--- src/rtl/minmax_pkg.sv ---
package minmax_pkg;
   localparam int MODE_W = 2;
   localparam int COND_W = 4;
   localparam logic [COND_W-1:0] COND_LT = 4'b1000;
   localparam logic [COND_W-1:0] COND_GT = 4'b0100;
   localparam logic [COND_W-1:0] COND_EQ = 4'b0010;

   typedef enum logic [MODE_W-1:0] {
      MM_UMIN = 2'd0,
      MM_UMAX = 2'd1,
      MM_SMIN = 2'd2,
      MM_SMAX = 2'd3
   } mm_mode_e;

   typedef struct packed {
      logic lt;
      logic gt;
      logic eq;
   } mm_rank_t;
endpackage

--- src/rtl/mm_rank.sv ---
module mm_rank
   import minmax_pkg::*;
#(
   parameter int WIDTH = 64
) (
   input  logic [WIDTH-1:0] a,
   input  logic [WIDTH-1:0] b,
   input  logic             is_signed,
   output mm_rank_t         rank
);
   localparam int MSB = WIDTH - 1;

   logic [WIDTH-1:0] a_key;
   logic [WIDTH-1:0] b_key;

   // Flipping the sign bit maps two's-complement order onto unsigned order.
   always_comb begin
      a_key = a;
      b_key = b;
      if (is_signed) begin
         a_key[MSB] = ~a[MSB];
         b_key[MSB] = ~b[MSB];
      end
   end

   always_comb begin
      rank.eq = (a == b);
      rank.lt = (a_key < b_key);
      rank.gt = ~rank.eq & ~rank.lt;
   end

   always_comb begin
      a_rank_onehot_r6 : assert ($onehot({rank.lt, rank.gt, rank.eq}) || $isunknown({a, b, is_signed}))
         else $error("rank flags not one-hot");
   end
endmodule

--- src/rtl/mm_pick.sv ---
module mm_pick
   import minmax_pkg::*;
#(
   parameter int WIDTH = 64
) (
   input  logic [WIDTH-1:0] a,
   input  logic [WIDTH-1:0] b,
   input  logic             want_max,
   input  mm_rank_t         rank,
   output logic [WIDTH-1:0] y
);
   logic take_b;

   // On a tie neither strict flag is set, so operand A is returned.
   always_comb begin
      take_b = want_max ? rank.lt : rank.gt;
      y      = take_b ? b : a;
   end

   always_comb begin
      a_pick_operand_r1 : assert (y == a || y == b || $isunknown({a, b, want_max}))
         else $error("result is neither operand");
   end
endmodule

--- src/rtl/mm_flags.sv ---
module mm_flags
   import minmax_pkg::*;
(
   input  logic              rec_en,
   input  mm_rank_t          rank,
   output logic [COND_W-1:0] cond,
   output logic              cond_valid
);
   always_comb begin
      cond_valid = rec_en;
      cond       = '0;
      if (rec_en) begin
         cond = {rank.lt, rank.gt, rank.eq, 1'b0};
      end
   end
endmodule

--- src/rtl/minmax_sel.sv ---
module minmax_sel
   import minmax_pkg::*;
#(
   parameter int WIDTH      = 64,
   parameter bit REGISTERED = 1'b1
) (
   input  logic                  clk,
   input  logic                  rst,
   input  logic                  in_valid,
   input  logic [WIDTH-1:0]      op_a,
   input  logic [WIDTH-1:0]      op_b,
   input  logic [MODE_W-1:0]     mode,
   input  logic                  rec_en,
   output logic [WIDTH-1:0]      result,
   output logic [COND_W-1:0]     cond,
   output logic                  cond_valid,
   output logic                  out_valid
);
   initial begin
      a_width_ok : assert (WIDTH >= 2) else $error("WIDTH must be at least 2");
   end

   mm_rank_t          rank;
   logic [WIDTH-1:0]  y_comb;
   logic [COND_W-1:0] cond_comb;
   logic              cv_comb;

   mm_rank #(.WIDTH(WIDTH)) u_rank (
      .a         (op_a),
      .b         (op_b),
      .is_signed (mode[1]),
      .rank      (rank)
   );

   mm_pick #(.WIDTH(WIDTH)) u_pick (
      .a        (op_a),
      .b        (op_b),
      .want_max (mode[0]),
      .rank     (rank),
      .y        (y_comb)
   );

   mm_flags u_flags (
      .rec_en     (rec_en),
      .rank       (rank),
      .cond       (cond_comb),
      .cond_valid (cv_comb)
   );

   generate
      if (REGISTERED) begin : g_reg
         logic [WIDTH-1:0]  res_q;
         logic [COND_W-1:0] cond_q;
         logic              cv_q;
         logic              ov_q;

         always_ff @(posedge clk) begin
            if (rst) begin
               res_q  <= '0;
               cond_q <= '0;
               cv_q   <= 1'b0;
               ov_q   <= 1'b0;
            end else begin
               ov_q <= in_valid;
               if (in_valid) begin
                  res_q  <= y_comb;
                  cond_q <= cond_comb;
                  cv_q   <= cv_comb;
               end
            end
         end

         assign result     = res_q;
         assign cond       = cond_q;
         assign cond_valid = cv_q;
         assign out_valid  = ov_q;

         p_cond_shape_r6 : assert property (@(posedge clk) disable iff (rst)
            cv_q |-> ($countones(cond_q) == 1 && !cond_q[0]));
         p_norec_zero_r8 : assert property (@(posedge clk) disable iff (rst)
            !cv_q |-> (cond_q == '0));
         p_hold_r9 : assert property (@(posedge clk) disable iff (rst)
            !in_valid |=> ($stable(res_q) && $stable(cond_q) && $stable(cv_q)));
         p_ovalid_up_r9 : assert property (@(posedge clk) disable iff (rst)
            in_valid |=> ov_q);
         p_ovalid_dn_r9 : assert property (@(posedge clk) disable iff (rst)
            !in_valid |=> !ov_q);
         p_max_takes_b_r5 : assert property (@(posedge clk) disable iff (rst)
            (in_valid && mode[0] && rec_en) |=> ((cond_q != COND_LT) || (res_q == $past(op_b))));
         p_tie_takes_a_r7 : assert property (@(posedge clk) disable iff (rst)
            (in_valid && op_a == op_b) |=> (res_q == $past(op_a)));
      end else begin : g_comb
         assign result     = y_comb;
         assign cond       = cond_comb;
         assign cond_valid = cv_comb;
         assign out_valid  = in_valid;
      end
   endgenerate
endmodule

--- config.mk ---
export PLATFORM = sky130hd
export DESIGN_NAME = minmax_sel
export DESIGN_NICKNAME = d
export VERILOG_FILES = /design/src/rtl/minmax_pkg.sv /design/src/rtl/mm_rank.sv /design/src/rtl/mm_pick.sv /design/src/rtl/mm_flags.sv /design/src/rtl/minmax_sel.sv
export SDC_FILE = /design/constraint.sdc
export NUM_CORES = 1
export LEC_CHECK = 0
export BUFFER_PORTS_ARGS = -buffer_cell sky130_fd_sc_hd__buf_2
export CAP_MARGIN = 20
export CORE_MARGIN = 10
export CORE_UTILIZATION = 41
export DETAILED_ROUTE_END_ITERATION = 8
export GPL_TIMING_DRIVEN = 0
export PLACE_DENSITY = 0.63
export RECOVER_POWER = 25
export SYNTH_ARGS = -nofsm -noshare
export SYNTH_HDL_FRONTEND = slang
export SYNTH_SLANG_ARGS = --single-unit
export TNS_END_PERCENT = 10
--- constraint.sdc ---
create_clock -name clk -period 4.1 [get_ports clk]
set_clock_uncertainty 0.15 [all_clocks]
set_input_delay 1.025 -clock clk [delete_from_list [all_inputs] [get_ports clk]]
set_output_delay 1.025 -clock clk [all_outputs]
set_load 0.01 [all_outputs]
* Word-level counts from Yosys, hierarchy flattened
Cells that the tools add are included. W data, S select, Z words.
Operators by class: add/subtract/negate cells 0, multipliers 0, divide/modulo/power cells 0, magnitude comparators 1, equality and inequality tests 1, shift operators 0, mux-type cells 5, bitwise logic cells 5, reductions and logical operators 0
Operators with widths (number):
- $eq A64 B64 Y1 | 1
- $lt A64 B64 Y1 | 1
- $mux W64 | 1
- $mux W4 | 1
- $not A1 Y1 | 4
- $mux W1 | 3
- $and A1 B1 Y1 | 1
Word-level totals: flip-flop bits (word level) 70, latch bits 0, RAM bits 0, bits in read-only memories 0, bits of input ports 134, logic and storage cells 16, memories kept 0

* Longest topological paths before layout
depth in word-level cells 7, mapped depth 12, depth with buffers taken out 10

* Modules after synthesis
From an unflattened synthesis, not the netlist that was laid out.
Second synthesis, totals: cell total of the unflattened synthesis 534, area, all modules 5012.3 um^2
Modules (own cells, without submodules):
- minmax_sel | times used 1, cells each 225, area an instance 2506.2 um^2
- mm_rank | times used 1, cells each 232, area an instance 1665.3 um^2
- mm_pick | times used 1, cells each 71, area an instance 803.3 um^2
- mm_flags | times used 1, cells each 6, area an instance 37.5 um^2

* Least setup slack after synthesis
Ideal clock, no wire load.
kind input -> register, start in op_b[1], end reg g_reg.res_q[48] (netlist: result[48]), setup time 0.128 ns, arrival time 3.142 ns, required time 3.822 ns, setup slack 0.680 ns, cell stages on the path 12, path buffers 2, path through inv_1 -> ha_1 -> nor2b_1 -> o211ai_1 -> a2111oi_0 -> or4b_1 -> a211oi_2 -> buf_2 -> buf_2 -> a21oi_1 -> a211oi_1 -> a211oi_2
On the way: longest elaborated chain between the ends 5, elaborated cells between the ends (all ways) 7
RTL lines:
- start, declared | RTL line minmax_sel.sv:11 | input logic [WIDTH-1:0] op_b,
- $lt A64 B64 Y1 / $eq A64 B64 Y1 (equally long branches) | RTL line mm_rank.sv:28, mm_rank.sv:27
- $not A1 Y1 | RTL line mm_rank.sv:29 | rank.gt = ~rank.eq & ~rank.lt;
- $and A1 B1 Y1 | RTL line mm_rank.sv:29
- $mux W1 * | RTL line mm_pick.sv:16 | take_b = want_max ? rank.lt : rank.gt;
- $mux W64 * | RTL line mm_pick.sv:17 | y = take_b ? b : a;
- end signal, assigned | RTL line minmax_sel.sv:66 | res_q <= y_comb;
- end, declared | RTL line minmax_sel.sv:52 | logic [WIDTH-1:0] res_q;
Every way passes the cells marked *; elsewhere a longest branch is shown, timed or not. A chain may end at the register's enable or synchronous reset.

* Worst setup path in the final report
start in op_b[31], end reg g_reg.res_q[60] (netlist: result[60])
The elaborated chain is that of the path after synthesis.

==> flow_metrics.env <==
export IMPL_yosysSeqAreaShare_pct=20.80
export IMPL_path_class="input port to flop"
export IMPL_yosys_warnings=0
export IMPL_first_global_vias=7047
export IMPL_timing_rr_start="result[63]"
export IMPL_synth_area_leaders="a211oi_2 23%, dfxtp_1 21%, ha_1 12%"
export IMPL_p_leak_nw=3.785
export IMPL_grt_pass1_wl_mm=37.67
export IMPL_max_cap_violations=0
export IMPL_antenna_found_initial=2
export IMPL_setup_viol=0
export IMPL_ant_nets=0
export IMPL_routabilityCongestion=0.8901
export IMPL_avgSynthCellArea_um2=7.944
export IMPL_drt_wl_total_mm=23.74
export IMPL_fin_nets=1245
export IMPL_grt_max_degree=13
export IMPL_hold_class="flop to flop"
export IMPL_clockRootBuffer="clkbuf_16"
export IMPL_dpl_cell_area_um2=7918
export IMPL_finalMaxSlewViolations=0
export IMPL_worstPathMaxFanout=10
export IMPL_cts_max_path_buffers=2
export IMPL_wl_per_cell_um=18.65
export IMPL_outcome="finished, final reports clean"
export IMPL_dieArea_um2=21690
export IMPL_endpoint_kind="flop"
export IMPL_coreArea_um2=15890
export IMPL_hold_path_depth=2
export IMPL_die_h_um=147.3
export IMPL_drive_above_1_share_pct=31.62
export IMPL_hpwl_mm=17.93
export IMPL_clk_latency_ns=0.34
export IMPL_ios=204
export IMPL_synth_area_um2=6641
export IMPL_vias=7020
export IMPL_ys_ff_latch=69
export IMPL_fin_area_um2=8183
export IMPL_pre_cts_slack_ns=-0.1086
export IMPL_min_period_ns=3.865
export IMPL_min_period_over_period_pct=94.28
export IMPL_synth_commonest_cells="156 x a21oi_1, 144 x nand2_1, 120 x a211oi_2"
export IMPL_rsz0062_at_grt="true"
export IMPL_via_per_inst=5.515
export IMPL_drt_iter0_markers=418
export IMPL_worstPathRequired_ns=4.22
export IMPL_r2r_setup_slack_ns=3.22
export IMPL_synth_distinct_cells=40
export IMPL_crit_reg2reg_capture="result[63]"
export IMPL_grt_overflow=0
export IMPL_hold_buffers=0
export IMPL_port_buffers=201
export IMPL_pwr_density_cell_nw_per_um2=294.3
export IMPL_cts_setup_buffers=0
export IMPL_die_width_um=147.3
export IMPL_cts_tree="done"
export IMPL_synth_main_ff_cell="dfxtp_1"
export IMPL_dr_pass1_iters=5
export IMPL_num_rows=46
export IMPL_synthArstFlopShare_pct=0
export IMPL_final_util_pct=51.51
export IMPL_synth_area_leader_cell="a211oi_2"
export IMPL_final_hold_violation_count=0
export IMPL_cts_buffers_inserted=9
export IMPL_worstPathArrival_ns=3.98
export IMPL_vdd_drop_max_mv=0.1854
export IMPL_worstSetupStartpointType="input port"
export IMPL_cts_htree_levels=3
export IMPL_fmax_ghz=0.2587
export IMPL_drc_errors=0
export IMPL_grtUsageTotal_pct=21.10
export IMPL_synth_edf_count=0
export IMPL_yosysTopAreaCellShare_pct=22.61
export IMPL_initial_core_util_pct=41.81
export IMPL_clock_sink_count=69
export IMPL_area_delta_synth_final_pct=23.21
export IMPL_layout_setup_ws_ns=0.2345
export IMPL_worst_pin_slew_ns=1.001
export IMPL_syn_inst=836
export IMPL_clkTransAtPathRegs_ns=0.06
export IMPL_syn_num_nets=1033
export IMPL_min_to="cond[1]"
export IMPL_yosysMostFrequentCell="a21oi_1"
export IMPL_maxSlewHeadroom_pct=32.68
export IMPL_worstHoldStart="cond[1]"
export IMPL_rr_worst_depth=2
==> sequential cells by signal (all words and copies together), names as in the netlist <==
name / flops
result: 64
out_valid: 1
cond: 3
cond_valid: 1
==> through the flow <==
stage | TNS [ns] | total power, W | hold slack [ns] | std cells
floorplan | 0 | 0.001317 | 0.3401 | 836
global placement | -3.341 | 0.001621 | 0.3062 | 1253
detailed placement | -4.007 | 0.001629 | 0.3250 | 1253
CTS | 0 | 0.002433 | 0.3353 | 1269
global route | -0.09940 | 0.002553 | 0.3470 | 1270
finish | 0 | 0.002408 | 0.3297 | 1273
==> critical path, cell delays in order <==
cell	delay (ns)
buf_2	0.11
inv_1	0.04
ha_1	0.30
nand4_1	0.16
nor4_1	0.42
and4bb_1	0.30
and2_1	0.24
a211oi_2	0.12
nand2_1	0.13
buf_2	0.31
clkbuf_1	0.47
nand2_1	0.15
a211oi_2	0.19
==> where the power goes <==
group / internal [W] / total (W) / switching (W)
Sequential: 0.000731 / 0.000764 / 0.0000324
Combinational: 0.000327 / 0.000850 / 0.000524
Clock: 0.000470 / 0.000794 / 0.000324
Total: 0.00153 / 0.00241 / 0.000880
==> cell families (layout without fill, tap and decap cells) <==
| group | after synthesis | in the layout | share of synthesized area, % |
|---|---|---|---|
| AOI/OAI and AO/OA | 378 | 378 | 45.61 |
| xor gates and xnor gates | 1 | 1 | 0.1319 |
| adders and majority gates | 63 | 63 | 11.87 |
| buffers and inverters | 135 | 352 | 9.156 |
| DFF | 69 | 69 | 20.80 |
| muxes | 1 | 1 | 0.1507 |
| other | 1 | 5 | 0.05646 |
| and+or+nand+nor | 188 | 188 | 12.23 |
==> routing by layer <==
metal	wire, um	track usage (%)	vias up
li1	-	-	3476
met1	10720	27.02	3262
met2	11070	35.03	259
met3	1684	4.638	21
met4	259	5.352	2
met5	12	0	-
==> cells in the final DEF (no fill, tap or decap), drive strengths merged, types with 2 or more instances in the layout <==
| cell type | n |
|---|---|
| nor2 | 4 |
| o21bai | 64 |
| nor2b | 4 |
| nand3 | 8 |
| and4 | 2 |
| dfxtp | 69 |
| ha | 63 |
| nand2 | 144 |
| nand4 | 11 |
| and2 | 3 |
| clkinv | 3 |
| nor4 | 3 |
| buf | 196 |
| nand2b | 5 |
| o21ai | 11 |
| a21o | 6 |
| diode | 4 |
| clkinvlp | 2 |
| clkbuf | 86 |
| a21oi | 156 |
| a221oi | 3 |
| inv | 64 |
| a31oi | 2 |
| a211oi | 129 |
==> what timing repair did <==
item                                    4_1_cts  5_1_grt
hold endpoints to repair                      0        0
gates resized for setup                       0        4
endpoints found under the setup margin        0       26
==> final cells by class <==
type,instances,area (um2)
multi-input combinational,632,4652
sequential,69,1381
clock inverter,6,63.81
fill,1634,7702
buffer,71,370.4
inverter,64,240.2
clock buffer,10,229.0
timing repair buffer,201,965.9
tap,216,270.3
antenna,4,10.01
==> how the worst max path moves through the flow <==
stage | cells past startpoint | slack, ns | from | to
2_1_floorplan | 12 | 0.68 | op_b[1] | result[48]
3_3_place_gp | 12 | -0.09 | op_b[14] | result[13]
3_5_place_dp | 13 | -0.11 | op_b[31] | result[30]
4_1_cts | 13 | 0.25 | op_b[31] | result[30]
5_1_grt | 13 | -0.03 | op_b[53] | result[61]
6_report | 13 | 0.23 | op_b[31] | result[60]
(Power assumes the default switching activity.)
